==> config.mk <==
export PLATFORM = sky130hd
export DESIGN_NAME = uart_rx_fmt
export DESIGN_NICKNAME = d
export VERILOG_FILES = /design/src/rtl/uart_rx_fmt_pkg.sv /design/src/rtl/uart_rx_sync.sv /design/src/rtl/uart_rx_parity.sv /design/src/rtl/uart_rx_core.sv /design/src/rtl/uart_rx_fmt.sv
export SDC_FILE = /design/constraint.sdc
export NUM_CORES = 1
export LEC_CHECK = 0
export BUFFER_PORTS_ARGS = -buffer_cell sky130_fd_sc_hd__buf_4
export CORE_MARGIN = 2
export CORE_UTILIZATION = 57
export CTS_BUF_LIST = sky130_fd_sc_hd__clkbuf_4
export DETAILED_ROUTE_END_ITERATION = 10
export PLACE_DENSITY_LB_ADDON = 0.25
export SLEW_MARGIN = 20
export SYNTH_ARGS = -nofsm -noshare
export SYNTH_HDL_FRONTEND = slang
export SYNTH_SLANG_ARGS = --single-unit
==> constraint.sdc <==
create_clock -name clk -period 5.97 [get_ports clk]
set_clock_uncertainty 0.1 [all_clocks]
set_input_delay 0 -clock clk [delete_from_list [all_inputs] [get_ports clk]]
set_output_delay 0 -clock clk [all_outputs]
set_load 0.01 [all_outputs]
==> src/rtl/uart_rx_fmt_pkg.sv <==
package uart_rx_fmt_pkg;

  // Format word; packed MSB first so it maps directly onto line_ctl[5:0].
  typedef struct packed {
    logic       force_par;  // [5] parity bit forced to a fixed level
    logic       par_sel;    // [4] even (or forced-space) when set
    logic       par_en;     // [3] parity cell present
    logic       long_stop;  // [2] extended stop time
    logic [1:0] wlen;       // [1:0] data length minus five
  } rx_fmt_t;

  typedef enum logic [2:0] {
    S_IDLE,
    S_START,
    S_DATA,
    S_PAR,
    S_STOP,
    S_HOLD
  } rx_state_t;

  localparam int unsigned MIN_BITS = 5;

endpackage

==> src/rtl/uart_rx_sync.sv <==
module uart_rx_sync #(
  parameter int unsigned STAGES = 2
) (
  input  logic clk,
  input  logic rst_n,
  input  logic din,
  output logic dout
);

  logic [STAGES-1:0] chain_q;
  logic [STAGES-1:0] chain_d;

  generate
    if (STAGES == 1) begin : g_single
      always_comb chain_d = din;
    end else begin : g_multi
      always_comb chain_d = {chain_q[STAGES-2:0], din};
    end
  endgenerate

  always_ff @(posedge clk or negedge rst_n) begin
    if (!rst_n) chain_q <= '1;
    else        chain_q <= chain_d;
  end

  assign dout = chain_q[STAGES-1];

endmodule

==> src/rtl/uart_rx_parity.sv <==
module uart_rx_parity
  import uart_rx_fmt_pkg::*;
#(
  parameter int unsigned DATA_W = 8
) (
  input  logic [DATA_W-1:0] data,
  input  logic              par_bit,
  input  rx_fmt_t           fmt,
  output logic              par_err
);

  logic odd_ones;

  // Unused upper data bits are held at zero by the core, so the full width can be folded.
  always_comb begin
    odd_ones = ^{data, par_bit};
    case ({fmt.force_par, fmt.par_sel})
      2'b00:   par_err = ~odd_ones;  // odd sense: even count is wrong
      2'b01:   par_err =  odd_ones;  // even sense: odd count is wrong
      2'b10:   par_err = ~par_bit;   // must be mark
      default: par_err =  par_bit;   // must be space
    endcase
  end

endmodule

==> src/rtl/uart_rx_core.sv <==
module uart_rx_core
  import uart_rx_fmt_pkg::*;
#(
  parameter int unsigned OVS    = 16,
  parameter int unsigned DATA_W = 8
) (
  input  logic              clk,
  input  logic              rst_n,
  input  logic              tick,
  input  logic              rxd_s,
  input  rx_fmt_t           fmt_in,
  input  logic              par_err,
  output logic [DATA_W-1:0] chk_data,
  output logic              chk_bit,
  output rx_fmt_t           chk_fmt,
  output logic [DATA_W-1:0] rx_data,
  output logic              rx_valid,
  output logic              rx_perr,
  output logic              rx_ferr
);

  localparam int unsigned HALF   = OVS / 2;
  localparam int unsigned CNT_W  = $clog2(2 * OVS);
  localparam int unsigned BIDX_W = $clog2(DATA_W);
  localparam logic [CNT_W-1:0] HALF_LAST = CNT_W'(HALF - 1);
  localparam logic [CNT_W-1:0] BIT_LAST  = CNT_W'(OVS - 1);
  localparam logic [CNT_W-1:0] HOLD_ONE  = CNT_W'(HALF - 1);
  localparam logic [CNT_W-1:0] HOLD_ONEH = CNT_W'(OVS - 1);
  localparam logic [CNT_W-1:0] HOLD_TWO  = CNT_W'(OVS + HALF - 1);

  rx_state_t         state_q, state_d;
  logic [CNT_W-1:0]  tcnt_q, tcnt_d;
  logic [BIDX_W-1:0] bidx_q, bidx_d;
  logic [DATA_W-1:0] shreg_q, shreg_d;
  logic              par_q, par_d;
  rx_fmt_t           fmt_q, fmt_d;
  logic              rxd_q;
  logic              fall;
  logic [BIDX_W-1:0] last_idx;
  logic [CNT_W-1:0]  hold_last;
  logic [DATA_W-1:0] data_q, data_d;
  logic              valid_q, valid_d;
  logic              perr_q, perr_d;
  logic              ferr_q, ferr_d;

  assign fall     = rxd_q & ~rxd_s;
  assign last_idx = BIDX_W'(MIN_BITS - 1) + BIDX_W'(fmt_q.wlen);

  always_comb begin
    if (!fmt_q.long_stop)      hold_last = HOLD_ONE;
    else if (fmt_q.wlen == '0) hold_last = HOLD_ONEH;
    else                       hold_last = HOLD_TWO;
  end

  // Next-state logic
  always_comb begin
    state_d = state_q;
    tcnt_d  = tcnt_q;
    bidx_d  = bidx_q;
    shreg_d = shreg_q;
    par_d   = par_q;
    fmt_d   = fmt_q;
    valid_d = 1'b0;
    data_d  = data_q;
    perr_d  = perr_q;
    ferr_d  = ferr_q;
    case (state_q)
      S_IDLE: begin
        if (fall) begin
          state_d = S_START;
          tcnt_d  = '0;
          bidx_d  = '0;
          shreg_d = '0;
          par_d   = 1'b0;
          fmt_d   = fmt_in;
        end
      end
      S_START: begin
        if (tick) begin
          if (tcnt_q == HALF_LAST) begin
            tcnt_d  = '0;
            state_d = rxd_s ? S_IDLE : S_DATA;
          end else begin
            tcnt_d = tcnt_q + 1'b1;
          end
        end
      end
      S_DATA: begin
        if (tick) begin
          if (tcnt_q == BIT_LAST) begin
            tcnt_d          = '0;
            shreg_d[bidx_q] = rxd_s;
            if (bidx_q == last_idx) state_d = fmt_q.par_en ? S_PAR : S_STOP;
            else                    bidx_d  = bidx_q + 1'b1;
          end else begin
            tcnt_d = tcnt_q + 1'b1;
          end
        end
      end
      S_PAR: begin
        if (tick) begin
          if (tcnt_q == BIT_LAST) begin
            tcnt_d  = '0;
            par_d   = rxd_s;
            state_d = S_STOP;
          end else begin
            tcnt_d = tcnt_q + 1'b1;
          end
        end
      end
      S_STOP: begin
        if (tick) begin
          if (tcnt_q == BIT_LAST) begin
            tcnt_d  = '0;
            valid_d = 1'b1;
            data_d  = shreg_q;
            perr_d  = fmt_q.par_en & par_err;
            ferr_d  = ~rxd_s;
            state_d = S_HOLD;
          end else begin
            tcnt_d = tcnt_q + 1'b1;
          end
        end
      end
      S_HOLD: begin
        if (tick) begin
          if (tcnt_q == hold_last) state_d = S_IDLE;
          else                     tcnt_d  = tcnt_q + 1'b1;
        end
      end
      default: state_d = S_IDLE;
    endcase
  end

  // Registers
  always_ff @(posedge clk or negedge rst_n) begin
    if (!rst_n) begin
      state_q <= S_IDLE;
      tcnt_q  <= '0;
      bidx_q  <= '0;
      shreg_q <= '0;
      par_q   <= 1'b0;
      fmt_q   <= '0;
      rxd_q   <= 1'b1;
      data_q  <= '0;
      valid_q <= 1'b0;
      perr_q  <= 1'b0;
      ferr_q  <= 1'b0;
    end else begin
      state_q <= state_d;
      tcnt_q  <= tcnt_d;
      bidx_q  <= bidx_d;
      shreg_q <= shreg_d;
      par_q   <= par_d;
      fmt_q   <= fmt_d;
      rxd_q   <= rxd_s;
      data_q  <= data_d;
      valid_q <= valid_d;
      perr_q  <= perr_d;
      ferr_q  <= ferr_d;
    end
  end

  assign chk_data = shreg_q;
  assign chk_bit  = par_q;
  assign chk_fmt  = fmt_q;
  assign rx_data  = data_q;
  assign rx_valid = valid_q;
  assign rx_perr  = perr_q;
  assign rx_ferr  = ferr_q;

  // strobe never lasts two clocks
  p_strobe_single_r9: assert property (@(posedge clk) disable iff (!rst_n)
    valid_q |=> !valid_q);

  // reported values move only together with the strobe
  p_outputs_held_r9: assert property (@(posedge clk) disable iff (!rst_n)
    !valid_q |-> ($stable(data_q) && $stable(perr_q) && $stable(ferr_q)));

  // five-bit characters leave the upper byte bits clear
  p_upper_zero_r1: assert property (@(posedge clk) disable iff (!rst_n)
    (valid_q && fmt_q.wlen == 2'b00) |-> (data_q[DATA_W-1:MIN_BITS] == '0));

  // no parity cell means no parity error
  p_no_par_flag_r2: assert property (@(posedge clk) disable iff (!rst_n)
    (valid_q && !fmt_q.par_en) |-> !perr_q);

  // framing flag reflects the level seen at the first stop centre
  p_ferr_stop_r7: assert property (@(posedge clk) disable iff (!rst_n)
    (state_q == S_STOP && tick && tcnt_q == BIT_LAST) |=> (ferr_q == !$past(rxd_s)));

  // a high line at the start check sends the receiver back to idle
  p_false_start_r8: assert property (@(posedge clk) disable iff (!rst_n)
    (state_q == S_START && tick && tcnt_q == HALF_LAST && rxd_s) |=> (state_q == S_IDLE));

endmodule

==> src/rtl/uart_rx_fmt.sv <==
module uart_rx_fmt
  import uart_rx_fmt_pkg::*;
#(
  parameter int unsigned OVS         = 16,
  parameter int unsigned DATA_W      = 8,
  parameter int unsigned SYNC_STAGES = 2
) (
  input  logic              clk,
  input  logic              rst_n,
  input  logic              rx_line,
  input  logic              tick16_en,
  input  logic [5:0]        line_ctl,
  output logic [DATA_W-1:0] rx_byte,
  output logic              rx_strobe,
  output logic              rx_par_err,
  output logic              rx_frm_err
);

  logic              line_s;
  logic              par_err;
  logic [DATA_W-1:0] chk_data;
  logic              chk_bit;
  rx_fmt_t           chk_fmt;

  uart_rx_sync #(.STAGES(SYNC_STAGES)) u_sync (
    .clk  (clk),
    .rst_n(rst_n),
    .din  (rx_line),
    .dout (line_s)
  );

  uart_rx_core #(.OVS(OVS), .DATA_W(DATA_W)) u_core (
    .clk     (clk),
    .rst_n   (rst_n),
    .tick    (tick16_en),
    .rxd_s   (line_s),
    .fmt_in  (rx_fmt_t'(line_ctl)),
    .par_err (par_err),
    .chk_data(chk_data),
    .chk_bit (chk_bit),
    .chk_fmt (chk_fmt),
    .rx_data (rx_byte),
    .rx_valid(rx_strobe),
    .rx_perr (rx_par_err),
    .rx_ferr (rx_frm_err)
  );

  uart_rx_parity #(.DATA_W(DATA_W)) u_parity (
    .data   (chk_data),
    .par_bit(chk_bit),
    .fmt    (chk_fmt),
    .par_err(par_err)
  );

endmodule

After elaboration in Yosys (flattened, before gate mapping)
Cells that the tools add are included.

word-level totals
  word-level logic and storage cells = 113
  flip-flop bits (word level) = 40

operators by class
  reduce and logical (&&, ||, !) cells = 16
  equal/unequal tests = 26
  $lt $le $gt $ge = 2
  bitwise gates (word level) = 5
  $add $sub $neg = 3
  muxes and demuxes = 45

operators by type and width
  kind                 number
  $mux 3               17
  $mux 5               9
  $mux 8               3
  $pmux 5 s4           1
  $pmux 3 s6           1
  $ne 2x1->1 const B   8
  $pmux 8 s2           1
  $ne 2x2->1 const B   7
  $reduce_and 12->1    1
  $reduce_xor 9->1     1
  $bwmux 8             1
  $reduce_and 4->1     2
  $mux 1               7
  $eq 3x2->1 const B   2
  $eq 3x3->1 const B   2
  $pmux 3 s2           1
  $reduce_and 6->1     1
  $add 5x1->5 const B  1
  $eq 5x3->1 const B   1
  $eq 5x4->1 const B   1
  $eq 5x5->1           1
  $reduce_and 5->1     1
  $logic_not 2->1      2
  $lt 3x4->1 const B   1
  20 further kinds     24

Depth between registers and ports, before layout
Gate-level depths: netlist (run 1).

  depth in word-level cells = 8
  mapped depth = 11
  depth with buffers taken out = 10

Cells and area by module
From an unflattened synthesis (run 1), not the netlist that was laid out.

unflattened totals
  cells, all modules = 212
  area total of the unflattened synthesis = 2125.8 um^2

modules (own cells, without submodules)
  module          seq. area each (um^2)  area an instance (um^2)  times used  cells an instance
  uart_rx_core    952.2                  1990.7                   1           200
  uart_rx_parity  0.0                    82.6                     1           10
  uart_rx_sync    52.6                   52.6                     1           2

Worst setup path before layout (run 1)
No wires, ideal clock.

  kind = register to register
  from = register u_core.tcnt_q[0]
  to = register u_core.state_q[0]
  slack = 3.626 ns
  data required time = 5.745 ns
  buffers on the path = 0
  clock period less this slack = 2.344 ns
  arrival time = 2.119 ns
  setup time = 0.125 ns
  cell stages (with the launch flop) = 9
  path through = dfrtp_1 -> ha_1 -> nand3_1 -> inv_1 -> ha_1 -> a21oi_1 -> or4_4 -> a211o_1 -> mux2_4

between the ends
  cells in the longest elaborated chain, start to end = 3
  elaborated cells between the ends (all ways) = 9
  classes of those cells = eq/ne (8); reduce/logical (1)

ends and longest elaborated chain
  what                                line                 source
  from (decl)                         uart_rx_core.sv:32   logic [CNT_W-1:0] tcnt_q, tcnt_d;
  from (signal assigned)              uart_rx_core.sv:151  tcnt_q <= tcnt_d;
  $eq 5x5->1 (tied with other cells)  uart_rx_core.sv:127  if (tcnt_q == hold_last) state_d = S_IDLE;
  $ne 2x1->1 (no line)                n/a
  $reduce_and 12->1 (no line) *       n/a
  to (signal assigned)                uart_rx_core.sv:150  state_q <= state_d;
  to (decl)                           uart_rx_core.sv:31   rx_state_t state_q, state_d;

Mark *: on every way between the ends. The rest lies on a longest branch, timed or not.
A chain may end at the register's enable or synchronous reset.

Worst setup path after layout (run 1)
Ends and elaborated chain as after synthesis.

==> results of run 1 <==
final cells by class:
| type | count | area, µm² | share of cell area, % |
|---|---|---|---|
| clock buffers | 5 | 37.5 | 1.51 |
| clock inverters | 3 | 18.8 | 0.755 |
| repair buffers | 28 | 230 | 9.26 |
| multi-input cells | 172 | 1110 | 44.7 |
| flip-flops and latches | 40 | 1000 | 40.4 |
| inverters | 6 | 22.5 | 0.906 |
| well taps | 48 | 60.1 | 2.42 |
cells in the mapped netlist, types with 2 or more instances:
| master | instances | area share [%] |
|---|---|---|
| nor2_1 | 8 | 1.4 |
| nor3b_1 | 2 | 0.68 |
| a31oi_1 | 2 | 0.57 |
| nor4_1 | 2 | 0.57 |
| clkbuf_1 | 9 | 1.5 |
| inv_1 | 5 | 0.86 |
| mux2_4 | 2 | 1.4 |
| dfstp_2 | 3 | 3.6 |
| or2_2 | 3 | 0.86 |
| ha_1 | 4 | 2.3 |
| nand3_1 | 4 | 0.91 |
| a21oi_1 | 13 | 3.0 |
| and2_1 | 2 | 0.57 |
| o21ai_0 | 17 | 3.9 |
| nor4b_1 | 2 | 0.80 |
| o22a_1 | 2 | 0.80 |
| nand2b_1 | 9 | 2.6 |
| and3_1 | 2 | 0.57 |
| mux2i_1 | 2 | 0.91 |
| nor2b_1 | 6 | 1.7 |
| or3b_2 | 2 | 0.80 |
| a22o_1 | 4 | 1.6 |
| nand2_1 | 42 | 7.2 |
| dfrtp_1 | 37 | 42 |
| a21o_1 | 3 | 1.0 |
| mux2_2 | 7 | 3.6 |
| nor3_1 | 2 | 0.46 |
| xnor2_1 | 11 | 4.4 |
cells by family (layout without fill, tap and decap cells):
family	after synthesis	count (layout)	share of synthesized area, %
AND/OR/NAND/NOR	92	92	21.6
flip-flops	40	40	45.8
buffers and inverters	18	42	3.48
AO/OA/AOI/OAI	54	54	16.5
adder cells (fa/ha/maj)	4	4	2.28
XOR/XNOR	11	11	4.39
multiplexers	11	11	5.88
critical path, stage by stage (launching register included):
cell      delay [ns]
dfrtp_1         0.40
ha_1            0.21
nand3_1         0.14
inv_1           0.08
ha_1            0.26
nand2b_1        0.14
a21oi_1         0.08
or4_4           0.44
a211o_1         0.30
mux2_4          0.31
metal layers:
| layer | part of all wire, % | GRT usage, % | vias to the layer above |
|---|---|---|---|
| met1 | 49 | 29.0 | 802 |
| met4 | 1.7 | 8.42 | 0 |
| met3 | 4.1 | 5.79 | 5 |
| met2 | 45 | 33.7 | 37 |
| met5 | 0 | 0 | - |
| li1 | - | - | 854 |
worst paths after layout:
kind | to | slack [ns] | cells after the start
max | u_core.state_q[0] | 3.42 | 9
min | u_core.chk_bit | 0.02 | 4
max reg2reg | u_core.state_q[0] | 3.42 | 9
min reg2reg | u_sync.chain_q[1] | 0.26 | 0
max in group asynchronous | u_sync.chain_q[1] | 5.35 | 2
min in group asynchronous | u_core.chk_fmt[5] | 0.05 | 2
through the flow:
step | utilization, % | setup WS, ns | cell area (µm²) | total power (µW) | instances
6_report | 67.4 | 3.42 | 2490 | 817 | 302
5_1_grt | 67.4 | 3.29 | 2490 | 880 | 302
3_5_place_dp | 63.7 | 3.47 | 2350 | 677 | 286
4_1_cts | 67.4 | 3.44 | 2490 | 818 | 302
3_3_place_gp | 63.7 | 3.50 | 2350 | 672 | 286
2_1_floorplan | - | 3.63 | 2190 | 619 | 230
repair_timing:
item / in CTS / in global routing
gates resized for setup: 0 / 0
hold buffers: 8 / 0
endpoints found under the hold margin: 47 / 0
power by group through the flow:
stage / combinational, µW / clock, µW / sequential (µW)
floorplan: 270 / 0 / 349
global placement: 287 / 0 / 385
detailed placement: 290 / 0 / 388
CTS: 297 / 140 / 382
global route: 334 / 152 / 393
finish: 297 / 135 / 385
state kept, by name, indices dropped and copies added, names as in the netlist, 2 cells and up:
name,cells
u_core.bidx_q,3
u_core.chk_data,8
u_core.chk_fmt,6
u_core.tcnt_q,5
u_sync.chain_q,2
u_core.rx_data,8
u_core.state_q,3
==> run metrics, run 1 <==
outcome finished clean; Slew Limit Fails 0; commonest non-fill, non-tap cells in the layout nand2_1 (42), dfrtp_1 (37), buf_4 (20); HP Class in -> reg; clock root buffer clkbuf_4; DRC violation count after routing 0; Final period util 42.8%; WL/cell 13.8 µm; RSZ-0062 raised after global routing no; Least-Margin Pin Slew 0.671 ns; slew margin rel. a little over half; Total Wirelength 4170 µm; asr flop ratio synth 100%; fmax between 0.3 and 0.4 GHz; critical path class reg -> reg; Comb power frac 36.4%; RR Startpoint u_core.tcnt_q[0]; clk sinks 40; Seq pwr share 47.1%; die area 0.00436 mm²; largest net degree at the start of global routing between 40 and 50; syn nets 244; CTS tree built; PD cells roughly 330 mW/mm²; Post-Syn Area 0.00219 mm²; worst vdd ir between 0.2 and 0.25 mV; 1st-iter DRT viols 166; number of CTS-inserted buffers 5; # Post-CTS Setup Buffers 0; setup violators final 0; Hold Path Origin tick16_en; Layout Nets 267; row count 22; die height between 60 and 70 µm; FILL cells around 310; CP Launch Type register; CP arrival approximately 2.7 ns; Leak 0.00116 µW; sw power around 300 µW; internal cell power ~500 µW; Syn Inst Count 230; sequential area share after synthesis 45.8%; first-pass GRT wire length about 7100 µm; Layout area overhead 13.3%; worst hold slack ~0.023 ns; Worst-path clk slew 0.12 ns; Primary FF master, synth dfrtp_1; post-route ant nets 0; initial antenna violation count 0; core footprint around 0.0037 mm²; clock buffer depth 2; fraction of layout instances using a drive strength above 1 19.7%; antenna cells 0; Setup crit start u_core.tcnt_q[0]; vias in the first global route 1537; Worst Setup End Kind register; First-pass DRT Iterations 4; final setup TNS 0 ns; Final min period 2.55 ns; most common library cell in the layout ignoring fill and taps nand2_1; clock network fraction of design power 16.5%; max cap viols 0; EDFF count, synth 0; IO Port Bufs 20; Die Width 66.0 µm; Initial Util around 59%; total global-route track usage 21.7%; CP required 6.12 ns; switching share of power a little under two fifths; vias ~1700; placer congestion estimate about 0.87; H-tree depth 2; worst-skew pair later-pin latency between 0.3 and 0.4 ns; Syn. warnings 0; vias per inst 5.62; Post-Syn Area per Cell 9.54 µm²; # IOs 21; GRT overflow 0; Crit Path Max Fanout 7; Final Hold Fails 0; post-DP HPWL 2820 µm; Yosys reg bits 40; distinct cell type count after synthesis 51
Note: power is estimated with default switching activity, not from simulation.
==> run 2: changes to the inputs <==
--- a/config.mk
+++ b/config.mk
@@ -7,7 +7,7 @@
 export LEC_CHECK = 0
 export BUFFER_PORTS_ARGS = -buffer_cell sky130_fd_sc_hd__buf_4
 export CORE_MARGIN = 2
-export CORE_UTILIZATION = 57
+export CORE_UTILIZATION = 55
 export CTS_BUF_LIST = sky130_fd_sc_hd__clkbuf_4
 export DETAILED_ROUTE_END_ITERATION = 10
 export PLACE_DENSITY_LB_ADDON = 0.25
==> constraint.sdc (replaced) <==
create_clock -name clk -period 2.2 [get_ports clk]
set_clock_uncertainty 0.1 [all_clocks]
set_input_delay 0 -clock clk [delete_from_list [all_inputs] [get_ports clk]]
set_output_delay 0 -clock clk [all_outputs]
set_load 0.01 [all_outputs]
==> run 2 against run 1 <==
  * The flow now finishes with violations (negative setup slack)
  * Flip-flop and latch count unchanged
  * Total power rose to 3.2 times the previous value
  * First-iteration DRC count down 12%
  * Critical path type unchanged
  * Critical endpoint unchanged
  * Largest cell class unchanged
  * Largest power group is now combinational cells
  * Highest routed layer unchanged
==> run metrics, run 2 (synthesized netlist as in run 1, its figures left out) <==
outcome complete, but fails checks; failing checks negative setup slack; Leak 0.00133 µW; DR WL met2 around 2200 µm; Total Wirelength 4640 µm; row count 22; GRT overflow 0; internal cell power roughly 1700 µW; fraction of layout instances using a drive strength above 1 31.5%; slew margin rel. 63.9%; Die Width 67.2 µm; Crit Path Max Fanout 4; die height about 67 µm; vias about 1800; Layout area overhead 27.3%; Layout Nets 299; RSZ-0062 raised after global routing yes; HP Class in -> async; Layout Utilization 74.6%; Slew Limit Fails 0; first-pass GRT wire length 7840 µm; setup violators final 2; DRC violation count after routing 0; Worst Setup End Kind register; Worst Slack Setup Final -0.0367 ns; placer congestion estimate 0.843; WL/cell 13.9 µm; largest net degree at the start of global routing 41; Final min period roughly 2.2 ns; core footprint between 0.003 and 0.004 mm²; Worst-path clk slew 0.12 ns; clock root buffer clkbuf_4; M1 WL 2140 µm; multi-input logic area roughly 0.0012 mm²; # IOs 21; storage element area slightly above 0.001 mm²; Seq pwr share about 38%; number of CTS-inserted buffers 5; clk sinks 40; IO Port Bufs 20; First-pass DRT Iterations 4; CP required between 2 and 2.5 ns; antenna cells 0; CP arrival 2.39 ns; 1st-iter DRT viols 146; worst-skew pair later-pin latency 0.35 ns; DP Worst Slack -0.0849 ns; vias in the first global route 1730; Comb power frac a little over two fifths; PD cells ~920 mW/mm²; Final Hold Fails 0; worst vdd ir 0.752 mV; die area 0.00451 mm²; switching share of power a little over a third; Final period util 102%; post-route ant nets 0; final cell count without fillers between 300 and 400; final setup TNS -0.0675 ns; Least-Margin Pin Slew 0.541 ns; most common library cell in the layout ignoring fill and taps buf_4; max cap viols 0; vias per inst about 5.5; total global-route track usage 23.4%; CTS tree built; H-tree depth 2; initial antenna violation count 0; Initial Util about three fifths; post-DP HPWL 3270 µm; commonest non-fill, non-tap cells in the layout buf_4 (52), nand2_1 (42), dfrtp_1 (36); cell area after layout 0.00279 mm²; sw power 907 µW; placed inst area 0.00259 mm²; top layer in use met4; met3 wire len 215 µm; critical path class reg -> reg; clock network fraction of design power 18.8%; FILL cells 268; clock buffer depth 2; CP Launch Type register; fmax 0.447 GHz; Cells after DPL 315
==> run 2: path summary, 6_finish.rpt <==
| check | start | end | slack [ns] | depth (start not counted) |
|---|---|---|---|---|
| min in group clk | tick16_en | u_core.chk_bit | 0.07 | 4 |
| max in group asynchronous | rst_n | u_sync.chain_q[0] | 1.59 | 2 |
| max reg2reg | u_core.tcnt_q[0] | u_core.state_q[0] | -0.04 | 9 |
| max | u_core.tcnt_q[0] | u_core.state_q[0] | -0.04 | 9 |
| min | rst_n | u_core.state_q[2] | 0.03 | 2 |
| min reg2reg | u_sync.chain_q[0] | u_sync.chain_q[1] | 0.27 | 0 |
==> run 2: metal layers <==
metal / GRT usage (%) / vias to the layer above
met5: 0 / -
met4: 8.42 / 0
met3: 6.17 / 5
met2: 38.4 / 44
met1: 29.8 / 882
li1: - / 912
==> run 2: what timing repair did <==
action	4_1_cts	5_1_grt
resized for setup	0	5
pin swaps	3	0
endpoints found under the hold margin	47	0
setup endpoints to repair	2	8
hold buffers	8	0
buffers inserted	2	1
==> run 2: power groups by stage <==
stage                     Sequential, µW  Combinational (µW)  Clock, µW
final                                976                1120        483
after global routing                 994                1240        536
after CTS                            966                1100        497
after detailed placement             979                1080          0
after global placement               976                1060          0
after floorplan                      949                 742          0
==> run 2: cell type report <==
class | count | share of cell area, %
multi-input cells | 172 | 41.3
inverters | 6 | 0.807
clock inverters | 3 | 1.52
clock buffers | 5 | 1.34
flip-flops and latches | 40 | 36.0
repair buffers | 60 | 16.9
well taps | 48 | 2.15
==> run 2: worst max-delay path, stage by stage, from the launching register on <==
cell and delay, ns:
dfrtp_1 0.37, ha_2 0.19, nand3_2 0.08, inv_2 0.07, ha_4 0.14, nand2b_4 0.12
a21oi_2 0.05, or4_4 0.42, a211o_1 0.30, mux2_4 0.32
==> run 2: per-stage QoR <==
stage	hold WS (ns)	power [µW]
2_1_floorplan	-0.396	1690
3_3_place_gp	-0.0979	2030
3_5_place_dp	-0.0976	2060
4_1_cts	0.0417	2560
5_1_grt	0.0644	2770
6_report	0.0281	2580
==> run 3: changes to the inputs <==
--- a/config.mk
+++ b/config.mk
@@ -6,6 +6,7 @@
 export NUM_CORES = 1
 export LEC_CHECK = 0
 export BUFFER_PORTS_ARGS = -buffer_cell sky130_fd_sc_hd__buf_4
+export CORE_ASPECT_RATIO = 0.9
 export CORE_MARGIN = 2
 export CORE_UTILIZATION = 55
 export CTS_BUF_LIST = sky130_fd_sc_hd__clkbuf_4
==> run 3 against run 2 <==
  * The run still ends with negative setup slack left
  * First-iteration DRC count shrank 12%
  * Flip-flop and latch count is the same
  * Total power grew 1.5%
  * Sequential power is essentially flat
  * Maximum frequency shrank 1.4%
  * Critical endpoint is now u_core.state_q[2]
==> run metrics, run 3 (synthesized netlist as in run 1, its figures left out) <==
slew margin rel. 66.5%; GRT overflow 0; Layout Nets 300; die area 0.00451 mm²; failing checks negative setup slack; crit path buf inv count 1; Final period util 103%; Total Wirelength 4670 µm; row count 21; worst vdd ir around 0.59 mV; worst-skew pair later-pin latency 0.34 ns; CP peak stage delay between 0.4 and 0.5 ns; Die Width 70.6 µm; largest net degree at the start of global routing 41; CP Launch Type register; post-route ant nets 0; number of CTS-inserted buffers 5; placed inst area 0.00258 mm²; post-DP HPWL 3320 µm; vias in the first global route 1778; vias 1830; CP top delay family simple AND/OR/NAND/NOR gates; fraction of layout instances using a drive strength above 1 32.4%; RSZ-0062 raised after global routing yes; core footprint around 0.0038 mm²; clock root buffer clkbuf_4; Worst Slack Setup Final -0.0677 ns; Worst-path clk slew 0.12 ns; critical path class reg -> reg; Setup crit start u_core.tcnt_q[1]; first-pass GRT wire length between 7000 and 8000 µm; clk sinks 40; Leak between 0.001 and 0.0015 µW; clock buffer depth 2; die height 63.9 µm; DRC violation count after routing 0; PD cells approximately 930 mW/mm²; total global-route track usage 22.4%; CTS tree built; Power Total 2620 µW; Worst Setup End Kind register; CP required around 2.3 ns; commonest non-fill, non-tap cells in the layout buf_4 (53), nand2_1 (42), dfrtp_1 (37); IO Port Bufs 20; WL/cell roughly 14 µm; RR Startpoint u_core.tcnt_q[1]; 1st-iter DRT viols 129; # IOs 21; Final Hold Fails 0; Hold Path Origin tick16_en; vias per inst ~5.5; Final min period 2.27 ns; antenna cells 0; placer congestion estimate 0.839; setup violators final 2; critical path, cell by cell ha_2 -> nand3_2 -> inv_2 -> ha_4 -> nand2b_1 -> a21oi_1 -> or4_4 -> a211o_4 -> mux2_4; CP arrival 2.41 ns; fmax 0.441 GHz; outcome complete, but fails checks; HP Class in -> reg; First-pass DRT Iterations 4; Crit Path Max Fanout 4; most common library cell in the layout ignoring fill and taps buf_4; H-tree depth 2; Slew Limit Fails 0; Least-Margin Pin Slew 0.502 ns; FILL cells about 300; Layout area overhead 28.8%; cell area after layout 0.00283 mm²; Initial Util 58.0%; Critical-path top delay cell or4_4; max cap viols 0; initial antenna violation count 0
-- run 3: cell types whose count changed in the layout (fill, tap and decap cells not counted), sizes merged --
cell  delta
buf      +1
-- run 3: final cells by class --
| cell class | instances | area [µm²] | area share (%) |
|---|---|---|---|
| repair buffers | 61 | 478 | 16.9 |
| well taps | 46 | 57.6 | 2.04 |
| flip-flops and latches | 40 | 1000 | 35.6 |
| clock buffers | 5 | 37.5 | 1.33 |
| multi-input cells | 172 | 1180 | 41.9 |
| inverters | 6 | 22.5 | 0.797 |
| clock inverters | 3 | 42.5 | 1.51 |
-- run 3: path summary, 6_finish.rpt --
path / endpoint / slack, ns / cells past startpoint
max: u_core.state_q[2] / -0.07 / 9
min: u_core.chk_bit / 0.04 / 4
max reg2reg: u_core.state_q[2] / -0.07 / 9
min reg2reg: u_sync.chain_q[1] / 0.27 / 0
max in group asynchronous: u_sync.chain_q[0] / 1.57 / 2
min in group asynchronous: u_core.chk_fmt[3] / 0.05 / 2
-- run 3: per-layer routing --
layer	part of all wire, %	GRT usage, %
met2	45	35.0
met4	1.6	8.73
met3	4.0	4.73
met5	0	0
met1	49	30.7
-- run 3: tightest hold or removal path, delay by kind of cell --
kind                   cells  cell delay (ns)
buffers and inverters      1             0.13
AOI/OAI and AO/OA          1             0.16
and+or+nand+nor            2             0.16
-- run 3: power breakdown --
part	total [µW]	internal (µW)	switching (µW)
Combinational	1170	604	563
Sequential	975	854	121
Clock	476	237	239
Total	2620	1690	923
-- run 3: timing repair --
item,in CTS,in global routing
endpoints found under the hold margin,47,0
hold buffers,8,0
setup buffers,3,1
pin swaps,3,0
setup endpoints to repair,2,13
gates resized for setup,0,7
-- run 3: through the flow --
step           worst slack [ns]  hold slack, ns  TNS (ns)  cells  utilization, %
6_report                -0.0677          0.0388    -0.129    333            74.7
4_1_cts                 -0.0458          0.0173   -0.0852    332            73.1
3_5_place_dp             -0.116         -0.0974    -0.225    313            68.3
2_1_floorplan           -0.0801          -0.396    -0.160    230               -
5_1_grt                  -0.113          0.0590    -0.266    333            74.7
3_3_place_gp            -0.0354          -0.103   -0.0704    313            68.3
